==> config.mk <==
export PLATFORM = sky130hd
export DESIGN_NAME = scl_rate_gen
export DESIGN_NICKNAME = d
export VERILOG_FILES = /design/src/rtl/scl_gen_pkg.sv /design/src/rtl/scl_cfg_shadow.sv /design/src/rtl/scl_tick_div.sv /design/src/rtl/scl_phase_timer.sv /design/src/rtl/scl_rate_gen.sv
export SDC_FILE = /design/constraint.sdc
export NUM_CORES = 1
export LEC_CHECK = 0
export BUFFER_PORTS_ARGS = -buffer_cell sky130_fd_sc_hd__buf_2
export CAP_MARGIN = 20
export CORE_MARGIN = 5
export CORE_UTILIZATION = 62
export DETAILED_ROUTE_END_ITERATION = 10
export PLACE_DENSITY_LB_ADDON = 0.15
export SETUP_SLACK_MARGIN = 0.15
export SLEW_MARGIN = 20
export SYNTH_ARGS = -nofsm -noshare
export SYNTH_HDL_FRONTEND = slang
export SYNTH_SLANG_ARGS = --single-unit
==> constraint.sdc <==
create_clock -name clk -period 6.16 [get_ports clk]
set_input_delay 0.924 -clock clk [delete_from_list [all_inputs] [get_ports clk]]
set_output_delay 0.924 -clock clk [all_outputs]
set_load 0.02 [all_outputs]
==> src/rtl/scl_gen_pkg.sv <==
package scl_gen_pkg;

   localparam int unsigned SCL_FIELD_W   = 8;
   localparam int unsigned SCL_REG_W     = 16;
   localparam int unsigned SCL_LOW_ADD   = 7;
   localparam int unsigned SCL_HIGH_ADD  = 5;

   typedef enum logic {
      PH_LOW  = 1'b0,
      PH_HIGH = 1'b1
   } scl_phase_e;

endpackage

==> src/rtl/scl_cfg_shadow.sv <==
module scl_cfg_shadow #(
   parameter int unsigned PSC_W   = 8,
   parameter int unsigned FIELD_W = 8,
   parameter int unsigned REG_W   = 16
) (
   input  logic               clk,
   input  logic               rst_n,
   input  logic               load,
   input  logic [PSC_W-1:0]   psc_in,
   input  logic [REG_W-1:0]   lo_in,
   input  logic [REG_W-1:0]   hi_in,
   output logic [PSC_W-1:0]   psc_q,
   output logic [FIELD_W-1:0] lo_q,
   output logic [FIELD_W-1:0] hi_q
);

   generate
      if (FIELD_W > REG_W) begin : g_bad_width
         $error("scl_cfg_shadow: FIELD_W must not exceed REG_W");
      end
   endgenerate

   always_ff @(posedge clk or negedge rst_n) begin
      if (!rst_n) begin
         psc_q <= '0;
         lo_q  <= '0;
         hi_q  <= '0;
      end else if (load) begin
         psc_q <= psc_in;
         lo_q  <= lo_in[FIELD_W-1:0];
         hi_q  <= hi_in[FIELD_W-1:0];
      end
   end

   AST_SHADOW_HOLD: assert property (@(posedge clk) disable iff (!rst_n)
      !load |=> ($stable(psc_q) && $stable(lo_q) && $stable(hi_q)));

endmodule

==> src/rtl/scl_tick_div.sv <==
module scl_tick_div #(
   parameter int unsigned PSC_W = 8
) (
   input  logic             clk,
   input  logic             rst_n,
   input  logic             run,
   input  logic [PSC_W-1:0] div_val,
   output logic             tick
);

   logic [PSC_W-1:0] pcnt;

   generate
      if (PSC_W < 1) begin : g_bad_psc
         $error("scl_tick_div: PSC_W must be at least 1");
      end
   endgenerate

   assign tick = run && (pcnt == div_val);

   always_ff @(posedge clk or negedge rst_n) begin
      if (!rst_n) begin
         pcnt <= '0;
      end else if (!run || tick) begin
         pcnt <= '0;
      end else begin
         pcnt <= pcnt + 1'b1;
      end
   end

   AST_PCNT_RANGE: assert property (@(posedge clk) disable iff (!rst_n)
      run |-> (pcnt <= div_val));
   AST_IDLE_NO_TICK: assert property (@(posedge clk) disable iff (!rst_n)
      !run |=> (pcnt == '0));

endmodule

==> src/rtl/scl_phase_timer.sv <==
module scl_phase_timer
   import scl_gen_pkg::*;
#(
   parameter int unsigned FIELD_W     = 8,
   parameter int unsigned LOW_EXTRA   = 7,
   parameter int unsigned HIGH_EXTRA  = 5,
   parameter bit          MID_STROBES = 1'b1
) (
   input  logic               clk,
   input  logic               rst_n,
   input  logic               run,
   input  logic               tick,
   input  logic [FIELD_W-1:0] lo_val,
   input  logic [FIELD_W-1:0] hi_val,
   output scl_phase_e         phase,
   output logic               period_end,
   output logic               mid_lo,
   output logic               mid_hi
);

   localparam int unsigned LEN_W = FIELD_W + 1;

   logic [LEN_W-1:0] tcnt;
   logic [LEN_W-1:0] cur_len;
   logic [LEN_W-1:0] half_len;
   logic             last_tick;

   generate
      if (LOW_EXTRA < 2 || HIGH_EXTRA < 2) begin : g_bad_extra
         $error("scl_phase_timer: extra ticks must be at least 2");
      end
   endgenerate

   always_comb begin
      if (phase == PH_LOW) cur_len = {1'b0, lo_val} + LEN_W'(LOW_EXTRA);
      else                 cur_len = {1'b0, hi_val} + LEN_W'(HIGH_EXTRA);
      half_len  = cur_len >> 1;
      last_tick = (tcnt == cur_len - 1'b1);
   end

   assign period_end = tick && last_tick && (phase == PH_HIGH);

   always_ff @(posedge clk or negedge rst_n) begin
      if (!rst_n) begin
         tcnt  <= '0;
         phase <= PH_LOW;
      end else if (!run) begin
         tcnt  <= '0;
         phase <= PH_LOW;
      end else if (tick) begin
         if (last_tick) begin
            tcnt  <= '0;
            phase <= (phase == PH_LOW) ? PH_HIGH : PH_LOW;
         end else begin
            tcnt <= tcnt + 1'b1;
         end
      end
   end

   generate
      if (MID_STROBES) begin : g_strobes
         logic at_mid;
         assign at_mid = tick && (tcnt == half_len - 1'b1);
         assign mid_lo = at_mid && (phase == PH_LOW);
         assign mid_hi = at_mid && (phase == PH_HIGH);
      end else begin : g_no_strobes
         assign mid_lo = 1'b0;
         assign mid_hi = 1'b0;
      end
   endgenerate

   AST_PHASE_ON_TICK: assert property (@(posedge clk) disable iff (!rst_n)
      (run && !tick) |=> $stable(phase));
   AST_TCNT_BOUND: assert property (@(posedge clk) disable iff (!rst_n)
      tcnt < cur_len);

endmodule

==> src/rtl/scl_rate_gen.sv <==
module scl_rate_gen
   import scl_gen_pkg::*;
#(
   parameter int unsigned PSC_W       = 8,
   parameter int unsigned FIELD_W     = SCL_FIELD_W,
   parameter int unsigned REG_W       = SCL_REG_W,
   parameter int unsigned LOW_EXTRA   = SCL_LOW_ADD,
   parameter int unsigned HIGH_EXTRA  = SCL_HIGH_ADD,
   parameter bit          MID_STROBES = 1'b1
) (
   input  logic             clk,
   input  logic             rst_n,
   input  logic             en,
   input  logic [PSC_W-1:0] presc_cfg,
   input  logic [REG_W-1:0] scl_lo_cfg,
   input  logic [REG_W-1:0] scl_hi_cfg,
   output logic             scl_pull_low,
   output logic             mid_low_stb,
   output logic             mid_high_stb
);

   logic               run;
   logic               tick;
   logic               period_end;
   logic               shadow_load;
   logic [PSC_W-1:0]   psc_sh;
   logic [FIELD_W-1:0] lo_sh;
   logic [FIELD_W-1:0] hi_sh;
   scl_phase_e         phase;

   always_ff @(posedge clk or negedge rst_n) begin
      if (!rst_n) run <= 1'b0;
      else        run <= en;
   end

   assign shadow_load = !run || period_end;

   scl_cfg_shadow #(
      .PSC_W  (PSC_W),
      .FIELD_W(FIELD_W),
      .REG_W  (REG_W)
   ) u_shadow (
      .clk   (clk),
      .rst_n (rst_n),
      .load  (shadow_load),
      .psc_in(presc_cfg),
      .lo_in (scl_lo_cfg),
      .hi_in (scl_hi_cfg),
      .psc_q (psc_sh),
      .lo_q  (lo_sh),
      .hi_q  (hi_sh)
   );

   scl_tick_div #(
      .PSC_W(PSC_W)
   ) u_div (
      .clk    (clk),
      .rst_n  (rst_n),
      .run    (run),
      .div_val(psc_sh),
      .tick   (tick)
   );

   scl_phase_timer #(
      .FIELD_W    (FIELD_W),
      .LOW_EXTRA  (LOW_EXTRA),
      .HIGH_EXTRA (HIGH_EXTRA),
      .MID_STROBES(MID_STROBES)
   ) u_timer (
      .clk       (clk),
      .rst_n     (rst_n),
      .run       (run),
      .tick      (tick),
      .lo_val    (lo_sh),
      .hi_val    (hi_sh),
      .phase     (phase),
      .period_end(period_end),
      .mid_lo    (mid_low_stb),
      .mid_hi    (mid_high_stb)
   );

   assign scl_pull_low = run && (phase == PH_LOW);

   AST_OFF_RELEASED: assert property (@(posedge clk) disable iff (!rst_n)
      !en |=> (!scl_pull_low && !mid_low_stb && !mid_high_stb));
   AST_START_LOW: assert property (@(posedge clk) disable iff (!rst_n)
      (en && !run) |=> scl_pull_low);
   AST_STB_EXCL: assert property (@(posedge clk) disable iff (!rst_n)
      !(mid_low_stb && mid_high_stb));
   AST_LOW_STB_LEVEL: assert property (@(posedge clk) disable iff (!rst_n)
      mid_low_stb |-> scl_pull_low);
   AST_HIGH_STB_LEVEL: assert property (@(posedge clk) disable iff (!rst_n)
      mid_high_stb |-> (run && !scl_pull_low));

endmodule

; ---- After elaboration in Yosys (flattened, before gate mapping)
; Cells that the tools add are included.
[word_totals]
regBits = 43
wordCells = 39
output_inout_bits = 3
inputBits = 43
[op_classes]
eq_ne = 5
muxes = 9
n_reduce_logical = 11
bitwise = 1
add_sub_neg = 6
[ops]
columns = op, count
row1 = $mux 9, 4
row2 = $add 8x3->9 const B, 2
row3 = $eq 9x9->1, 2
row4 = $add 9x1->9 const B, 1
row5 = $sub 8x1->9 const B, 1
row6 = $sub 9x1->9 const B, 1
row7 = $add 8x1->8 const B, 1
row8 = $eq 8x8->1, 1
row9 = $mux 8, 1
row10 = $logic_and 1x1->1, 7
row11 = $mux 1, 4
row12 = $ne 2x1->1 const B, 2
row13 = $logic_or 1x1->1, 2
row14 = $reduce_and 2->1, 1
row15 = $logic_not 1->1, 1
row16 = $not 1->1, 1

; ---- Longest topological paths before layout
[depth]
depth_word = 7
ltp_mapped = 14
mapped_depth_nobuf = 12

; ---- Modules after synthesis
; Synthesis repeated with hierarchy kept, for this count alone.
[unflattened]
cells_unflattened = 308
hier_area_um2 = 3245.6
[modules_own_cells]
columns = module, n_inst, area_each_um2, cells_per_inst, seq_area_each_um2
row1 = scl_phase_timer, 1, 1702.9, 208, 250.2
row2 = scl_cfg_shadow, 1, 997.2, 51, 600.6
row3 = scl_tick_div, 1, 500.5, 46, 200.2
row4 = scl_rate_gen, 1, 45.0, 3, 25.0

; ---- Least setup slack after synthesis
; Ideal clock, no wire load.
[synth_path]
path_type = register to output
from = register u_shadow.lo_q[0]
to = output port mid_high_stb
stages_incl_launch_ff = 11
required_time_ps = 5236
setup_slack_ps = 2411
path_buffers = 0
arrival_time_ps = 2825
cell_sequence = dfrtp_1 -> inv_1 -> ha_1 -> xnor2_1 -> mux2i_1 -> a2111oi_0 -> nand2_1 -> nor2_1 -> o31a_1 -> o221ai_1 -> nor3b_1
[synth_via]
elab_chain_cells = 6
[synth_lines]
columns = element, line_no
row1 = "start, declared", scl_cfg_shadow.sv:13  ; output logic [FIELD_W-1:0] lo_q,
row2 = "start signal, assigned", scl_cfg_shadow.sv:30  ; lo_q <= lo_in[FIELD_W-1:0];
row3 = $add 8x3->9, scl_phase_timer.sv:35  ; if (phase == PH_LOW) cur_len = {1'b0, lo_val} + LEN_W'(LOW_EXTRA);
row4 = $mux 9, scl_phase_timer.sv:35
row5 = $sub 8x1->9, scl_phase_timer.sv:63  ; assign at_mid = tick && (tcnt == half_len - 1'b1);
row6 = $eq 9x9->1, scl_phase_timer.sv:63
row7 = $logic_and 1x1->1, scl_phase_timer.sv:63
row8 = $logic_and 1x1->1, scl_phase_timer.sv:65  ; assign mid_hi = at_mid && (phase == PH_HIGH);
row9 = "end, declared", scl_rate_gen.sv:19  ; output logic mid_high_stb
; Every way passes these cells.

; ---- Final worst setup path
[layout_path]
from = register u_timer.phase
to = output port mid_high_stb
[layout_via]
elab_chain_cells = 5
[layout_lines]
columns = element, line_no
row1 = "start, declared", scl_phase_timer.sv:15  ; output scl_phase_e phase,
row2 = "start signal, assigned", scl_phase_timer.sv:53  ; phase <= (phase == PH_LOW) ? PH_HIGH : PH_LOW;
row3 = $mux 9, scl_phase_timer.sv:35
row4 = $sub 8x1->9, scl_phase_timer.sv:63
row5 = $eq 9x9->1, scl_phase_timer.sv:63
row6 = $logic_and 1x1->1, scl_phase_timer.sv:63
row7 = $logic_and 1x1->1 *, scl_phase_timer.sv:65
; Every way passes the cells marked *; elsewhere a longest branch is shown, timed or not.

==> results.sh <==
export IMPL_powerDensity_nw_per_um2=220
export IMPL_avgRoutedWirePerCell_microns=16.4
export IMPL_grt_pass1_wl_microns=11300
export IMPL_io_buffers=29
export IMPL_cp_slowest_stage_delay_ns=0.96
export IMPL_synth_top_area_share_pct=35.2
export IMPL_min_period_ns=4.34
export IMPL_insertion_delay_ns=0.30
export IMPL_cts_hold_buf=0
export IMPL_maxSlewViolCount=0
export IMPL_area_delta_synth_final_pct=10.2
export IMPL_syn_inst=302
export IMPL_cp_top_family="flip-flops"
export IMPL_dieArea_sq_um=6440
export IMPL_synth_area_leaders="dfrtp_1 (35%), mux2_4 (9.8%), xnor2_1 (9.2%)"
export IMPL_async_flop_share_pct=100
export IMPL_overflow=0
export IMPL_hold_violations=0
export IMPL_diodes=0
export IMPL_post_dp_cell_area_sq_um=3240
export IMPL_via_per_inst=5.94
export IMPL_synth_area_sq_um=3060
export IMPL_firstDrtPassIters=4
export IMPL_grt_usage_pct=22.3
export IMPL_yosys_warnings=0
export IMPL_cts_tree="yes"
export IMPL_antenna_found_initial=0
export IMPL_die_w_microns=80.3
export IMPL_start_util_pct=64.4
export IMPL_first_iter_violations=112
export IMPL_h_tree_depth=2
export IMPL_avgSynthCellArea_sq_um=10.1
export IMPL_end_kind="primary output"
export IMPL_design_area_sq_um=3370
export IMPL_synth_edf_count=0
export IMPL_layout_drive_gt1_share_pct=24.2
export IMPL_max_freq_ghz=0.230
export IMPL_critical_path_class="register to primary output"
export IMPL_clk_path_buf_depth=2
export IMPL_worst_ep_arrival_time_ns=3.42
export IMPL_crit_fanout=26
export IMPL_drc=0
export IMPL_slew_headroom_pct=38.4
export IMPL_die_h_microns=80.3
export IMPL_grt_pass1_vias=2464
export IMPL_required_ns=5.24
export IMPL_gp_congestion=0.871
export IMPL_cts_buffers=5
export IMPL_ioPinCount=46
export IMPL_vias=2366
export IMPL_synth_cell_types=63
export IMPL_rsz0062_at_grt="false"
export IMPL_fin_tns_setup_ns=0
export IMPL_critical_path_slowest_cell="dfrtp_1"
export IMPL_holdCritPathClass="primary input to async pin"
export IMPL_yosysTopAreaCell="dfrtp_1"
export IMPL_synth_nets=351
export IMPL_dp_hpwl_microns=4740
export IMPL_finalCritPeriodShare_pct=70.5
export IMPL_core_area_sq_um=4750
export IMPL_synthFlopType="dfrtp_1"
export IMPL_synth_common_cells="dfrtp_1 (43), xnor2_1 (32), nor2_1 (25)"
export IMPL_finalSetupViolCount=0
export IMPL_cts_resized=0
export IMPL_cts_setup_buffers=0
export IMPL_grt_max_degree=44
export IMPL_vdd_drop_max_v=0.000182
export IMPL_yosys_cell_count_top_type="dfrtp_1"
export IMPL_finClkSkew_ns=0.0104
export IMPL_status="finished clean"
export IMPL_path_cells="mux2i_1, inv_1, ha_1, xor2_1, xnor2_1, nor4_1, o221ai_1, nor3b_1, buf_2"
export IMPL_leakage_uw=0.00139
export IMPL_finalNonFillerCells=398
export IMPL_cts_root_buf="clkbuf_8"
export IMPL_ys_seq_elements=43
export IMPL_num_rows=25
export IMPL_cts_sinks=43
export IMPL_path_clk_slew_ns=0.09
export IMPL_worst_pin_slew_ns=0.924
export IMPL_place_inst=389
export IMPL_yosysSeqAreaShare_pct=35.2
export IMPL_ant_nets=0
export IMPL_wirelength_microns=6530
export IMPL_nets=379
export IMPL_critPathLaunchType="register"
export IMPL_max_cap_violations=0
export IMPL_path_buf_inv=2
## power breakdown
group          leakage [uW]  switching [uW]  total [uW]  internal, uW
Clock             0.0000581             101         222           121
Sequential         0.000541            24.9         325           300
Combinational      0.000788             102         196          94.0
## sequential cells by signal, indices dropped and copies added, names as in the netlist
register / flops
u_div.pcnt: 8
run: 1
u_timer.tcnt: 9
u_shadow.hi_q: 8
u_shadow.lo_q: 8
u_shadow.psc_q: 8
u_timer.phase: 1
## layout by cell type (no fill, tap or decap), types with 5 or more instances in the layout
master    count
dfrtp_1      43
xnor2_1      32
buf_2        29
nor2_1       25
mux2_4       20
nand2_1      19
nand3_1      15
xor2_1       13
inv_1        10
nor3_1        8
nand4_1       7
o21ai_0       6
mux2_2        6
ha_1          6
clkbuf_8      5
## path summary, 6_finish.rpt
kind	slack (ns)	from	cells past startpoint	endpoint
hold reg to reg	0.53	u_shadow.psc_q[0]	1	u_shadow.psc_q[0]
max in group asynchronous	5.22	rst_n	2	u_div.pcnt[5]
setup / recovery	1.82	u_timer.phase	9	mid_high_stb
setup reg to reg	2.27	u_timer.phase	10	u_shadow.psc_q[1]
hold / removal	0.49	rst_n	1	u_shadow.hi_q[0]
min in group clk	0.53	u_shadow.psc_q[0]	1	u_shadow.psc_q[0]
## stage by stage
step | total power, uW | utilization [%] | setup WS (ns) | hold WS [ns]
CTS | 744 | 70.5 | 1.79 | 0.537
global placement | 514 | 68.1 | 2.30 | 0.512
floorplan | 477 | - | 2.41 | 0.491
detailed placement | 521 | 68.1 | 2.14 | 0.518
finish | 742 | 70.9 | 1.82 | 0.487
global route | 784 | 70.9 | 1.48 | 0.501
## layout make-up
type	count	area, sq um
multi-input combinational	237	1870
fill	389	1380
sequential	43	1080
timing repair buffer	33	188
tap	67	83.8
clock buffer	5	68.8
clock inverter	3	43.8
inverter	10	37.5
## layer usage
| layer | global-route usage (%) | vias up | part of all wire (%) |
|---|---|---|---|
| met5 | 0 | - | 0 |
| met3 | 3.70 | 14 | 4.8 |
| met1 | 29.9 | 1131 | 46 |
| met2 | 35.8 | 64 | 47 |
| met4 | 8.61 | 0 | 2.2 |
| li1 | - | 1157 | - |
## cell families (layout without fill, tap and decap cells)
logic type                 after synthesis  count (layout)  synth area share [%]
AOI/OAI and AO/OA                       51              51                  15.0
DFF                                     43              43                  35.2
xor gates and xnor gates                45              45                  12.9
buffers and inverters                   22              51                  3.60
adders and majority gates                6               6                  2.45
muxes                                   28              28                  12.7
and+or+nand+nor                        107             107                  18.2
(Power assumes the default switching activity.)
